`src/rtl/wdog_pkg.sv`:
```
package wdog_pkg;
   localparam int WD_ADDR_W = 4;
   localparam logic [WD_ADDR_W-1:0] WD_OFS_CMP = 4'h0;
   localparam logic [WD_ADDR_W-1:0] WD_OFS_EN  = 4'h4;
   localparam logic [WD_ADDR_W-1:0] WD_OFS_CNT = 4'h8;
   localparam logic [WD_ADDR_W-1:0] WD_OFS_CTL = 4'hC;

   typedef struct packed {
      logic cmp;
      logic en;
      logic cnt;
      logic ctl;
   } wd_hit_t;

   function automatic wd_hit_t wd_decode(input logic [WD_ADDR_W-1:0] a);
      wd_hit_t h;
      h.cmp = (a == WD_OFS_CMP);
      h.en  = (a == WD_OFS_EN);
      h.cnt = (a == WD_OFS_CNT);
      h.ctl = (a == WD_OFS_CTL);
      return h;
   endfunction
endpackage

```
`src/rtl/wdog_regfile.sv`:
```
module wdog_regfile
   import wdog_pkg::*;
#(
   parameter int CNT_W   = 16,
   parameter int NUM_SRC = 3,
   parameter int SEL_W   = 3
) (
   input  logic                 clk,
   input  logic                 rst_n,
   input  logic                 wr_en,
   input  logic                 rd_en,
   input  logic [WD_ADDR_W-1:0] addr,
   input  logic [CNT_W-1:0]     wdata,
   input  logic [CNT_W-1:0]     cnt_val,
   output logic [CNT_W-1:0]     rdata,
   output logic [CNT_W-1:0]     cmp_q,
   output logic                 en_q,
   output logic [NUM_SRC-1:0]   src_q,
   output logic [SEL_W-1:0]     sel_q,
   output logic                 cnt_load,
   output logic                 ctl_wr
);
   localparam int CTL_W = NUM_SRC + SEL_W;

   wd_hit_t hit;
   assign hit      = wd_decode(addr);
   assign cnt_load = wr_en && hit.cnt;
   assign ctl_wr   = wr_en && hit.ctl;

   always_ff @(posedge clk) begin
      if (!rst_n) begin
         cmp_q <= '0;
         en_q  <= 1'b0;
         src_q <= '0;
         sel_q <= '0;
      end else if (wr_en) begin
         if (hit.cmp) cmp_q <= wdata;
         if (hit.en)  en_q  <= wdata[0];
         if (hit.ctl) begin
            src_q <= wdata[NUM_SRC-1:0];
            sel_q <= wdata[NUM_SRC +: SEL_W];
         end
      end
   end

   logic [CNT_W-1:0] rd_mux;
   always_comb begin
      rd_mux = '0;
      if (hit.cmp) rd_mux = cmp_q;
      if (hit.en)  rd_mux = CNT_W'(en_q);
      if (hit.cnt) rd_mux = cnt_val;
      if (hit.ctl) rd_mux = CNT_W'({sel_q, src_q});
   end

   always_ff @(posedge clk) begin
      if (!rst_n)     rdata <= '0;
      else if (rd_en) rdata <= rd_mux;
   end

   if (CTL_W > CNT_W) begin : g_ctl_too_wide
      $error("control field does not fit the data width");
   end
endmodule

```
`src/rtl/wdog_prescale.sv`:
```
module wdog_prescale #(
   parameter int NUM_SRC = 3,
   parameter int SEL_W   = 3,
   parameter int MAX_SEL = 5
) (
   input  logic               clk,
   input  logic               rst_n,
   input  logic [NUM_SRC-1:0] tick_src,
   input  logic [NUM_SRC-1:0] src_en,
   input  logic [SEL_W-1:0]   sel,
   input  logic               clr,
   output logic               step
);
   localparam int PS_W = 2 * MAX_SEL;

   logic [NUM_SRC-1:0] gated;
   for (genvar i = 0; i < NUM_SRC; i++) begin : g_gate
      assign gated[i] = tick_src[i] & src_en[i];
   end
   logic any_tick;
   assign any_tick = |gated;

   if (MAX_SEL == 0) begin : g_nodiv
      logic unused_sel;
      assign unused_sel = ^{sel, clr, clk, rst_n};
      assign step = any_tick;
   end else begin : g_div
      logic [SEL_W-1:0] eff_sel;
      logic [PS_W-1:0]  lim;
      logic [PS_W-1:0]  pcnt;

      assign eff_sel = (sel > SEL_W'(MAX_SEL)) ? SEL_W'(MAX_SEL) : sel;

      always_comb begin
         lim = '0;
         for (int k = 0; k < MAX_SEL; k++)
            if (k < int'(eff_sel)) lim[2*k +: 2] = 2'b11;
      end

      assign step = any_tick && (pcnt == lim);

      always_ff @(posedge clk) begin
         if (!rst_n || clr) pcnt <= '0;
         else if (any_tick) pcnt <= step ? '0 : pcnt + 1'b1;
      end
   end
endmodule

```
`src/rtl/wdog_counter.sv`:
```
module wdog_counter #(
   parameter int CNT_W = 16
) (
   input  logic             clk,
   input  logic             rst_n,
   input  logic             en,
   input  logic             step,
   input  logic             load,
   input  logic [CNT_W-1:0] load_val,
   input  logic [CNT_W-1:0] cmp,
   output logic [CNT_W-1:0] cnt,
   output logic             rst_req
);
   logic at_cmp, match, match_q;
   assign at_cmp = (cnt == cmp);
   assign match  = en && at_cmp;

   always_ff @(posedge clk) begin
      if (!rst_n)                     cnt <= '0;
      else if (load)                  cnt <= load_val;
      else if (en && step && !at_cmp) cnt <= cnt + 1'b1;
   end

   always_ff @(posedge clk) begin
      if (!rst_n) begin
         match_q <= 1'b0;
         rst_req <= 1'b0;
      end else begin
         match_q <= match;
         rst_req <= match && !match_q;
      end
   end
endmodule

```
`src/rtl/wdog_timer.sv`:
```
module wdog_timer
   import wdog_pkg::*;
#(
   parameter int CNT_W   = 16,
   parameter int NUM_SRC = 3,
   parameter int SEL_W   = 3,
   parameter int MAX_SEL = 5
) (
   input  logic                 clk,
   input  logic                 rst_n,
   input  logic                 wr_en,
   input  logic                 rd_en,
   input  logic [WD_ADDR_W-1:0] addr,
   input  logic [CNT_W-1:0]     wdata,
   output logic [CNT_W-1:0]     rdata,
   input  logic [NUM_SRC-1:0]   tick_src,
   output logic                 rst_req
);
   logic [CNT_W-1:0]   cmp_q, cnt_q;
   logic               en_q, cnt_load, ctl_wr, step, ps_clr;
   logic [NUM_SRC-1:0] src_q;
   logic [SEL_W-1:0]   sel_q;

   if (NUM_SRC < 1) begin : g_bad_src
      $error("at least one clock source required");
   end
   if (MAX_SEL >= (1 << SEL_W)) begin : g_bad_sel
      $error("prescale field too narrow for MAX_SEL");
   end

   wdog_regfile #(.CNT_W(CNT_W), .NUM_SRC(NUM_SRC), .SEL_W(SEL_W)) u_regs (
      .clk(clk), .rst_n(rst_n), .wr_en(wr_en), .rd_en(rd_en), .addr(addr),
      .wdata(wdata), .cnt_val(cnt_q), .rdata(rdata), .cmp_q(cmp_q),
      .en_q(en_q), .src_q(src_q), .sel_q(sel_q), .cnt_load(cnt_load),
      .ctl_wr(ctl_wr)
   );

   assign ps_clr = !en_q || ctl_wr || cnt_load;

   wdog_prescale #(.NUM_SRC(NUM_SRC), .SEL_W(SEL_W), .MAX_SEL(MAX_SEL)) u_ps (
      .clk(clk), .rst_n(rst_n), .tick_src(tick_src), .src_en(src_q),
      .sel(sel_q), .clr(ps_clr), .step(step)
   );

   wdog_counter #(.CNT_W(CNT_W)) u_cnt (
      .clk(clk), .rst_n(rst_n), .en(en_q), .step(step), .load(cnt_load),
      .load_val(wdata), .cmp(cmp_q), .cnt(cnt_q), .rst_req(rst_req)
   );
endmodule

```
`config.mk`:
```
export PLATFORM = sky130hd
export DESIGN_NAME = wdog_timer
export DESIGN_NICKNAME = d
export VERILOG_FILES = /design/src/rtl/wdog_pkg.sv /design/src/rtl/wdog_regfile.sv /design/src/rtl/wdog_prescale.sv /design/src/rtl/wdog_counter.sv /design/src/rtl/wdog_timer.sv
export SDC_FILE = /design/constraint.sdc
export NUM_CORES = 1
export LEC_CHECK = 0
export ABC_AREA = 1
export BUFFER_PORTS_ARGS = -buffer_cell sky130_fd_sc_hd__buf_2
export CORE_ASPECT_RATIO = 1.2
export CORE_UTILIZATION = 53
export DETAILED_ROUTE_END_ITERATION = 6
export MAX_ROUTING_LAYER = met4
export PLACE_DENSITY = 0.74
export SETUP_SLACK_MARGIN = 0.3
export SLEW_MARGIN = 0
export SYNTH_ARGS = -nofsm -noshare
export SYNTH_HDL_FRONTEND = slang
export SYNTH_SLANG_ARGS = --single-unit
```
`constraint.sdc`:
```
create_clock -name clk -period 4.4 [get_ports clk]
set_clock_uncertainty 0.1 [all_clocks]
set_input_delay 0.88 -clock clk [delete_from_list [all_inputs] [get_ports clk]]
set_output_delay 0.88 -clock clk [all_outputs]
set_load 0.01 [all_outputs]
```
* After elaboration in Yosys (flattened, before gate mapping) *
Cells that the tools add are included.

word-level totals
  register bits after elaboration = 67
  latch bits = 0
  RAM bits = 0
  ROM bits = 0
  input bits = 27
  output and inout bits = 17
  word-level logic and storage cells = 58
  memories = 0

operators by class
  $add $sub $neg = 2
  multipliers = 0
  div/mod/pow operators = 0
  order comparisons = 6
  eq/ne operators = 5
  shift operators = 0
  mux-type cells = 13
  bitwise logic cells = 3
  reductions and logical operators = 20

operators by type and width
  operator                                                    number
  two-way mux 16 bit                                          6
  adder 16 x 1 -> 16 bit (second input constant)              1
  == test 16 bit                                              1
  adder 10 x 1 -> 10 bit (second input constant)              1
  == test 10 bit                                              1
  two-way mux 10 bit                                          1
  two-way mux 2 bit                                           5
  == test 4 bit (second input constant)                       2
  logical AND 1 bit                                           7
  less-than comparator 1 x 3 -> 1 bit (first input constant)  2
  less-than comparator 2 x 3 -> 1 bit (first input constant)  2
  AND reduction 2 bit                                         3
  == test 4 x 3 -> 1 bit (second input constant)              1
  logical NOT 1 bit                                           4
  logical NOT 4 bit                                           1
  AND 1 bit                                                   3
  > comparator 3 bit (second input constant)                  1
  logical OR 1 bit                                            3
  less-than comparator 3 bit (first input constant)           1
  two-way mux 3 bit                                           1
  OR reduction 3 bit                                          1
  nonzero test 2 bit                                          1

* Depth between registers and ports, before layout *
Gate-level depths: netlist of the first run.

  depth after elaboration = 10
  depth in mapped cells = 12
  mapped depth without buffers = 11

* Hierarchy *
Synthesis of the first run repeated with hierarchy kept, for this count alone.

second synthesis, totals
  cells, all modules = 675
  area total of the unflattened synthesis = 4217.8 um^2

modules (own cells, without submodules)
  module         times used  cells each  area each (um^2)  seq. area each (um^2)
  wdog_regfile   1           247         1894.3            780.7
  wdog_counter   1           301         1571.5            360.3
  wdog_prescale  1           124         739.5             200.2
  wdog_timer     1           3           12.5              0.0

* Worst setup path before layout of the first run *
Ideal clock, no wire load.

  path type = in2reg
  start = in addr[1]
  end = reg u_cnt.cnt[12]
  library setup time = 132 ps
  arrival time = 1964 ps
  path slack = 2204 ps
  stages = 10
  buffers on the path = 2
  cell sequence = nor2_2 > nand3_2 > nor2_2 > inv_1 > buf_2 > buf_2 > nand2_1 > nand2_1 > nand2_1 > a21oi_1

on the way
  longest elaborated chain between the ends = 3
  elaborated cells on any way between the ends = 4
  those cells by class = 1 x eq/ne; 1 x mux; 2 x reduce/logical

RTL lines
  element                                                          RTL line            source
  start: declaration                                               wdog_timer.sv:13    input logic [WD_ADDR_W-1:0] addr,
  == test 4 bit (*)                                                wdog_pkg.sv:19      h.cnt = (a == WD_OFS_CNT);
  logical AND 1 bit (*)                                            wdog_regfile.sv:27  assign cnt_load = wr_en && hit.cnt;
  two-way mux 16 bit / nonzero test 2 bit (equally long branches)  n/a
  end signal: assignment                                           wdog_counter.sv:20  else if (load) cnt <= load_val;
  end signal: assignment                                           wdog_counter.sv:21  else if (en && step && !at_cmp) cnt <= cnt + 1'b1;
  end: declaration                                                 wdog_counter.sv:11  output logic [CNT_W-1:0] cnt,

Every way passes the cells marked *; elsewhere a longest branch is shown, timed or not.
A chain may end at the register's enable or synchronous reset.

* Final worst setup path of the first run *
  start = in addr[1]
  end = reg u_cnt.cnt[6]

Same word-level chain as after synthesis.

==> results, run 1 <==
- The flow ran to the end, and the final reports show no timing, DRC or antenna violations.
- The worst reg2reg path depth is 11.
- The number of clock buffers added by TritonCTS is 9.
- During synthesis, Yosys emitted a total of 0 warnings.
- Global routing used 27.90% of the available tracks across all layers.
- The first global-routing pass estimated 15.04 mm of wire.
- In this design, the stage delay of the slowest critical-path cell is 0.41 ns.
- STA puts the critical path data required time at 4.58 ns.
- Of the available clock period, the critical path in the final layout requires 63.47%.
- At the pin with the least slew margin, the transition time is 0.8518 ns.
- Summing all multi-input logic gate instances after layout gives 0.001904 mm^2.
- The detailed-route wire length per cell is 13.27 um.
- The highest attainable clock frequency is 358.1 MHz.
- The max-slew violation count was 0.
- Dividing the synthesized area by the synthesized cell count gives 6.494 um^2.
- After the last flow step, the layout net total stands at 613.
- The total setup violations reported at the end of the flow is 0.
- The layout cell share with drive strength beyond 1 is 12.90%.
- The cell sitting at the root of the clock tree is a clkbuf_8.
- Once the floorplan was initialized, standard cells occupied 55.10% of the core.
- The worst setup path is of the input pin to flip-flop kind.
- The tool flagged a number of max-cap violations equal to 0.
- The cell at the slowest stage of the critical path is inv_1.
- The post-synthesis cell type with the largest combined area is dfxtp_1.
- For hold timing, the worst endpoint is u_cnt.rst_req.
- The die is 91.68 um tall.
- The hold path depth is 1.
- The number of global-route vias before repair was 3227.
- Ranked by total cell area, the synthesized netlist is headed by dfxtp_1, nand2_1, a21oi_1.
- The die footprint is 0.007035 mm^2.
- Before CTS, the worst setup slack after placement is 1.300 ns.
- Of all nets on the critical path, the largest fanout is 29.
- The final hold violation count was 0.
- Yosys mapped a number of flops with a built-in enable equal to 0.
- The number of nets produced by synthesis is 576.
- Synthesis produced 547 cells.
- The path class of the tightest hold or removal check is flip-flop to flip-flop.
- The synthesized flop and latch total is 67.
- The clock latency on the worst-skew pair is 0.36 ns.
- Hold repair after CTS inserted 0 buffers.
- The pin count of the biggest net entering global routing is 33.
- Pin placement for this block handled 44 I/O pins.
- The most instantiated library cell after synthesis is nand2_1.
- The register cell area after layout is 0.001341 mm^2.
- 0 antenna diodes ended up in the layout.
- The total global routing overflow is 0.
- The final weighted congestion of routability-driven global placement is 0.8837.
- The post-synthesis cell area is 0.003552 mm^2.
- IR analysis of the VDD net gives a maximum drop of 211.6 uV.
- The clock transition at the register clock pins on the worst setup and hold paths after CTS is 0.08 ns.
- Counting along the longest clock path gives a buffer depth of 2.
- The worst setup path is captured at a flip-flop.
- In the synthesized netlist the dominant register cell turns out to be dfxtp_1.
- The count of filler cells inserted in the layout is 634.
- The clock sink count is 67.
- In this run the power density over the cells is 331.1 mW/mm^2.
- The cell with the most instances on the worst path is nor2_2.
- The instance area at placement is 0.003796 mm^2.
- For flop-to-flop paths, the worst setup slack is 2.43 ns.
- The number of setup buffers added after CTS is 0.
- The worst register-to-register path ends at u_cnt.cnt[10].
- The finished cells cover 0.004044 mm^2.
- The setup TNS is 0 ns.
- Once routing completed, OpenROAD measured the worst setup slack at 1.607 ns.
- The half-perimeter wire length of the detailed placement result is 6.683 mm.
- TritonCTS built the clock tree.
- For the finished layout, the period the worst path requires is 2.793 ns.
- In this run, distinct cell masters in the synthesized netlist total 35.
- The first-pass detailed-route iteration total is 5.
- Port buffering added 43 buffers.
- The max-slew headroom at the worst pin is 43.15%.
- Dividing the detail-routed via count by the number of cells gives 5.300.
- The final layout contains routed wiring with a total length of 8.946 mm.
- The number of design rule violations left after detail routing is 0.
- The number of cells upsized or downsized after cts is 0.
- The width of the die is 76.74 um.
- The region available for standard cell placement spans 0.006446 mm^2.
- The startpoint identified for the worst register-to-register timing path is u_cnt.cnt[0].
- STA classifies the critical path startpoint as an input pin.
- Traced cell by cell, the critical path runs through buf_2 > nor2_2 > nand3_2 > nor2_2 > buf_4 > inv_1 > nand2_4 > nand2_1 > a21oi_1.
- In this run the most critical hold path is launched from u_cnt.match_q.
- Setup repair after global routing left no endpoint under its margin.
- The area growth from synthesis to layout is 13.84%.
- Of the synthesized area, sequential elements account for 37.76%.
- The remaining antenna violation count is 0.
- In this run the biggest area consumer among cell types represents 37.76% of the synthesized area.
- The initial antenna violation count is 0.
- Summed over all cells, the static leakage comes to 1.588 nW.
- The final-layout worst hold slack is 0.2962 ns.
- The routed layout has 3572 vias.
- By count the netlist is led by nand2_1, dfxtp_1, a21oi_1.
- The worst path arrival time is 2.97 ns.
- The clock tree synthesis step divided the H-tree into 3 levels.
- After floorplanning, the core was divided into 32 placement rows.
- The detailed router finished its first iteration with 235 violations.
- The share of flip-flops with an asynchronous set or reset is 0%.
==> power by group <==
group          switching [mW]  internal (mW)  leakage (nW)
Combinational          0.0547         0.0255         0.926
Sequential            0.00508          0.614         0.541
Clock                   0.259          0.381         0.120
==> state kept, by name (all words and copies together), names as in the netlist <==
name and cells:
u_ps.g_div.pcnt 10, u_cnt.rst_req 1, u_regs.en_q 1, u_cnt.match_q 1, u_regs.cmp_q 16, u_cnt.cnt 16, u_regs.rdata 16, u_regs.src_q 3
u_regs.sel_q 3
==> cell type report <==
class	instances	area share, %
clock buffer	9	3.063
clock inverter	7	3.063
inverter	57	5.291
multi-input combinational	404	47.09
sequential	67	33.17
tap	85	2.630
timing repair buffer	45	5.693
==> kinds of logic (layout without fill, tap and decap cells) <==
| family | count (synthesis) | in the layout | synth area share, % |
|---|---|---|---|
| buffers and inverters | 76 | 118 | 8.630 |
| AND/OR/NAND/NOR | 269 | 269 | 32.48 |
| adder cells (fa/ha/maj) | 2 | 2 | 0.7044 |
| AO/OA/AOI/OAI | 128 | 128 | 19.20 |
| XOR/XNOR | 5 | 5 | 1.233 |
| flip-flops | 67 | 67 | 37.76 |
==> through the flow <==
step,cells,utilization [%],power (mW)
after floorplan,547,-,0.6810
after global placement,658,58.89,0.7114
after detailed placement,658,58.89,0.7126
after CTS,674,62.73,1.347
after global routing,674,62.73,1.387
final,674,62.73,1.339
==> worst max-delay path: cells and delay by family <==
kind	cells	cell delay, ns
AOI/OAI and AO/OA	1	0.14
buffers and inverters	3	0.76
and+or+nand+nor	5	1.18
==> worst max-delay path by stage <==
stage,to,cells past startpoint,from
after floorplan,u_cnt.cnt[12],10,addr[1]
after global placement,u_cnt.cnt[8],9,addr[1]
after detailed placement,u_cnt.cnt[6],9,addr[1]
after CTS,u_cnt.cnt[6],9,addr[1]
after global routing,u_cnt.cnt[6],9,addr[1]
final,u_cnt.cnt[6],9,addr[1]
==> layout by cell type, fill, tap and decap left out, drive strengths merged, types with 3 or more instances in the layout <==
| cell | n |
|---|---|
| dfxtp | 67 |
| o21ai | 48 |
| nand4 | 4 |
| nand2 | 170 |
| nor2 | 45 |
| nor3b | 4 |
| bufinv | 3 |
| a21oi | 57 |
| xor2 | 4 |
| clkbuf | 9 |
| nand3 | 37 |
| nor3 | 8 |
| buf | 45 |
| a31oi | 3 |
| o22ai | 14 |
| inv | 58 |
==> metal layers <==
| layer | global-route usage (%) | up-vias | wire (um) |
|---|---|---|---|
| met3 | 5.572 | 12 | 458 |
| met2 | 42.86 | 86 | 4178 |
| met1 | 36.65 | 1605 | 4187 |
| met4 | 9.135 | 0 | 121 |
| met5 | - | - | 0 |
| li1 | - | 1869 | - |
(Power assumes the default switching activity.)
==> inputs of run 2 (changes only) <==
--- a/config.mk
+++ b/config.mk
@@ -5,7 +5,7 @@
 export SDC_FILE = /design/constraint.sdc
 export NUM_CORES = 1
 export LEC_CHECK = 0
-export ABC_AREA = 1
+export ABC_AREA = 0
 export BUFFER_PORTS_ARGS = -buffer_cell sky130_fd_sc_hd__buf_2
 export CORE_ASPECT_RATIO = 1.2
 export CORE_UTILIZATION = 53
==> constraint.sdc (replaced) <==
create_clock -name clk -period 2.78 [get_ports clk]
set_clock_uncertainty 0.1 [all_clocks]
set_input_delay 0.556 -clock clk [delete_from_list [all_inputs] [get_ports clk]]
set_output_delay 0.556 -clock clk [all_outputs]
set_load 0.01 [all_outputs]
==> results, run 2 <==
- The net switching power of the design is 0.4937 mW (was 0.3185 mW).
- The part of the power in the clock network came to 42.0% (was 47.8%).
- The number of design rule violations left after detail routing is 0 (unchanged).
- The max-slew violation count is 0 (unchanged).
- The number of setup buffers added after CTS is 0 (unchanged).
- The number of nets produced by synthesis is 429 (was 576).
- The synthesized flop and latch total is 67 (unchanged).
- The clock transition at the register clock pins on the worst setup and hold paths after CTS is 0.07 ns (was 0.08 ns).
- The post-synthesis cell area is 0.003377 mm^2 (was 0.003552 mm^2).
- Leading cell types in the layout, fill and taps excluded: dfxtp_1, nor2_1, buf_2, mux2i_1, nand2_1 (was nand2_1, dfxtp_1, a21oi_1, inv_1, o21ai_0).
- The maximum net fanout on the critical path was 8 (was 29).
- The maximum clock insertion buffer count is 2 (unchanged).
- The width of the die is 74.87 um (was 76.74 um).
- The most frequently used flop master after synthesis is dfxtp_1 (unchanged).
- The cell count after synthesis is 400 (was 547).
- The violation count after the first detailed-route iteration is 197 (was 235).
- The critical path startpoint category is a flip-flop (was input pin).
- The first-pass detailed-route iteration total is 4 (was 5).
- The core outline area is 0.006090 mm^2 (was 0.006446 mm^2).
- The fraction of the yosys area taken by sequential cells was 39.72% (was 37.76%).
- The peak ir drop on the vdd network is 421.0 uV (was 211.6 uV).
- The hold path depth came to 1 (unchanged).
- The required time at the worst-slack endpoint was 2.95 ns (was 4.58 ns).
- The CTS tree was built (unchanged).
- The count of vias placed by the detailed router is 3011 (was 3572).
- The final weighted congestion of routability-driven global placement is 0.9232 (was 0.8837).
- The timing endpoint of the critical path is u_cnt.cnt[10] (was u_cnt.cnt[6]).
- The worst path arrival time is 2.40 ns (was 2.97 ns).
- The number of hold-repair buffers added at the cts stage is 0 (unchanged).
- The number of top-level pins was 44 (unchanged).
- The terminus of the critical flop-to-flop path is u_cnt.cnt[10] (unchanged).
- Top cell types by occurrence after synthesis: dfxtp_1, nor2_1, mux2i_1 (was nand2_1, dfxtp_1, a21oi_1).
- The count of filler cells inserted in the layout came to 551 (was 634).
- The most instantiated library cell after synthesis is dfxtp_1 (was nand2_1).
- Registers with the highest flip-flop counts: u_cnt.cnt x16, u_regs.cmp_q x16, u_regs.rdata x16 (unchanged).
- The area growth from synthesis to layout came to 16.01% (was 13.84%).
- The first-pass GRT wire length is 13.33 mm (was 15.04 mm).
- The post-synthesis cell type count is 42 (was 35).
- The antenna diode count is 0 (unchanged).
- The switching part of the total was 24.36% (was 23.79%).
- The via density per instance is 5.639 (was 5.300).
- The detailed-route wire length per cell is 15.37 um (was 13.27 um).
- The pin count of the biggest net entering global routing is 33 (unchanged).
- The die extent in y is 89.44 um (was 91.68 um).
- The share of flip-flops with an asynchronous set or reset is 0% (unchanged).
- The number of flops mapped to enable cells by yosys is 0 (unchanged).
- Counting I/O delays and the setup requirement, the final critical path takes 2.229 ns.
- The worst setup margin is 0.5512 ns (was 1.607 ns).
- Top cells by area, synth: dfxtp_1, mux2i_1, nor2_1 (was dfxtp_1, nand2_1, a21oi_1).
- The number of cells upsized or downsized after cts came to 0 (unchanged).
- The critical path capture point type is a flip-flop (unchanged).
- The initial standard-cell utilization of the core came to 55.46% (was 55.10%).
- The number of rows created at floorplan is 31 (was 32).
- The initial antenna violation count is 0 (unchanged).
- The total routing resource utilization after global routing is 27.71% (was 27.90%).
- The clock latency on the worst-skew pair is 0.35 ns (was 0.36 ns).
- The total global routing overflow is 0 (unchanged).
- The reg-to-reg setup timing slack is 0.55 ns (was 2.43 ns).
- The final routed wirelength across all metal layers came to 8.209 mm (was 8.946 mm).
- Run status: completed (unchanged).
- The biggest cell delay along the critical path is 0.45 ns (was 0.41 ns).
- The final hold violation count is 0 (unchanged).
- The post-synthesis cell type with the largest combined area is dfxtp_1 (unchanged).
- The proportion of netlist area held by the largest area contributor came to 39.72% (was 37.76%).
- The startpoint-to-endpoint class of the critical path is flip-flop to flip-flop (was input pin to flip-flop).
- The root buffer selected by CTS is clkbuf_8 (unchanged).
- The setup slack at placement came to 0.3989 ns (was 1.300 ns).
- The number of buffers created by CTS is 9 (unchanged).
- The setup TNS is 0 ns (unchanged).
- The type of the most critical hold path is flip-flop to flip-flop (unchanged).
- The proportion of power drawn by flip-flops and latches was 48.8% (was 46.2%).
- The internal power came to 1.533 mW (was 1.020 mW).
- The commonest non-fill, non-tap cell in the layout is dfxtp_1 (was nand2_1).
- The cell at the slowest stage of the critical path was a2111o_1 (was inv_1).
- The final net count was 476 (was 613).
- Setup repair after global routing missed its margin: no (unchanged).
- The max-slew headroom at the worst pin is 71.21% (was 43.15%).
- The total of buffers placed on input and output ports is 43 (unchanged).
- The cell leakage power came to 1.609 nW (was 1.588 nW).
- The clock sink count is 67 (unchanged).
- The layout cell share with drive strength beyond 1 was 17.70% (was 12.90%).
- The maximum level of the CTS H-tree is 3 (unchanged).
- The number of global-route vias before repair came to 2829 (was 3227).
- CP cell instances: a2111o_1 > o21ai_2 > and4_2 > nand4_1 > or3_1 > a31oi_1 (was buf_2 > nor2_2 > nand3_2 > nor2_2 > buf_4 > inv_1 > nand2_4 > nand2_1 > a21oi_1).
- The yosys synthesis warning count is 0 (unchanged).
- The worst reg2reg path depth is 6 (was 11).
- The die footprint came to 0.006696 mm^2 (was 0.007035 mm^2).
- The half-perimeter wire length of the detailed placement result is 6.155 mm (was 6.683 mm).
- The remaining antenna violation count was 0 (unchanged).
- The power density normalized to cell area was 517.4 mW/mm^2 (was 331.1 mW/mm^2).
- The origin of the critical flop-to-flop path is u_regs.sel_q[1] (was u_cnt.cnt[0]).
- The mean area per synthesized cell is 8.442 um^2 (was 6.494 um^2).
- The start point of the critical path is u_regs.sel_q[1] (was addr[1]).
- The highest attainable clock frequency is 448.7 MHz.
- The transition at the pin with the smallest max-transition slack is 0.4318 ns (was 0.8518 ns).
- The ratio of final minimum period to clock period is 80.17%.
- The portion of total power attributed to combinational logic is 9.2% (was 6.0%).
- The total setup violations reported at the end of the flow is 0 (unchanged).
- The number of maximum-capacitance constraint violations is 0 (unchanged).
[run 2: cells by family after synthesis]
family          Yosys count  synth area share [%]
fa+ha+maj                 2                0.7409
buf+inv                  28                 3.668
xor+xnor                 30                 7.781
mux                      44                 13.45
flops                    67                 39.72
simple gates            163                 23.60
compound gates           66                 11.04
[run 2: worst min path at each step]
stage	from	to
final	u_cnt.match_q	u_cnt.rst_req
after global routing	u_cnt.match_q	u_cnt.rst_req
after CTS	u_cnt.match_q	u_cnt.rst_req
after detailed placement	u_cnt.match_q	u_cnt.rst_req
after global placement	u_cnt.match_q	u_cnt.rst_req
after floorplan	u_cnt.match_q	u_cnt.rst_req
[run 2: cell type report]
| class | instances | area (um^2) | share of cell area, % |
|---|---|---|---|
| multi-input cells | 305 | 1913 | 48.83 |
| clock inverters | 3 | 45.04 | 1.150 |
| well taps | 82 | 102.6 | 2.619 |
| flip-flops and latches | 67 | 1341 | 34.24 |
| repair buffers | 57 | 320.3 | 8.176 |
| inverters | 7 | 26.28 | 0.6707 |
| clock buffers | 13 | 168.9 | 4.312 |
[run 2: power by group through the flow]
stage | clock (mW) | combinational (mW) | sequential (mW)
detailed placement | 0 | 0.185 | 1.01
floorplan | 0 | 0.106 | 1.01
global route | 0.897 | 0.201 | 0.991
finish | 0.851 | 0.186 | 0.990
global placement | 0 | 0.182 | 1.01
CTS | 0.865 | 0.186 | 0.989
[run 2: critical path: cells and delay by family (launching register included)]
family / cells / cell delay, ns
DFF: 1 / 0.38
AOI/OAI and AO/OA: 3 / 0.68
and+or+nand+nor: 3 / 0.99
[run 2: metal layers]
metal  routed length, um  global-route usage (%)
met1                3488                   31.32
met2                4252                   47.58
met3                 269                   3.382
met4                 198                   14.24
met5                   0                       -
[run 2: stage by stage]
step / instances / cell area [um^2] / total power, mW / utilization (%) / hold WS (ns)
6_report: 534 / 3918 / 2.027 / 64.33 / 0.3059
5_1_grt: 534 / 3918 / 2.089 / 64.33 / 0.3398
4_1_cts: 534 / 3916 / 2.040 / 64.31 / 0.3152
3_5_place_dp: 518 / 3702 / 1.196 / 60.80 / 0.3053
3_3_place_gp: 518 / 3702 / 1.192 / 60.80 / 0.2879
2_1_floorplan: 400 / 3377 / 1.113 / - / 0.2763
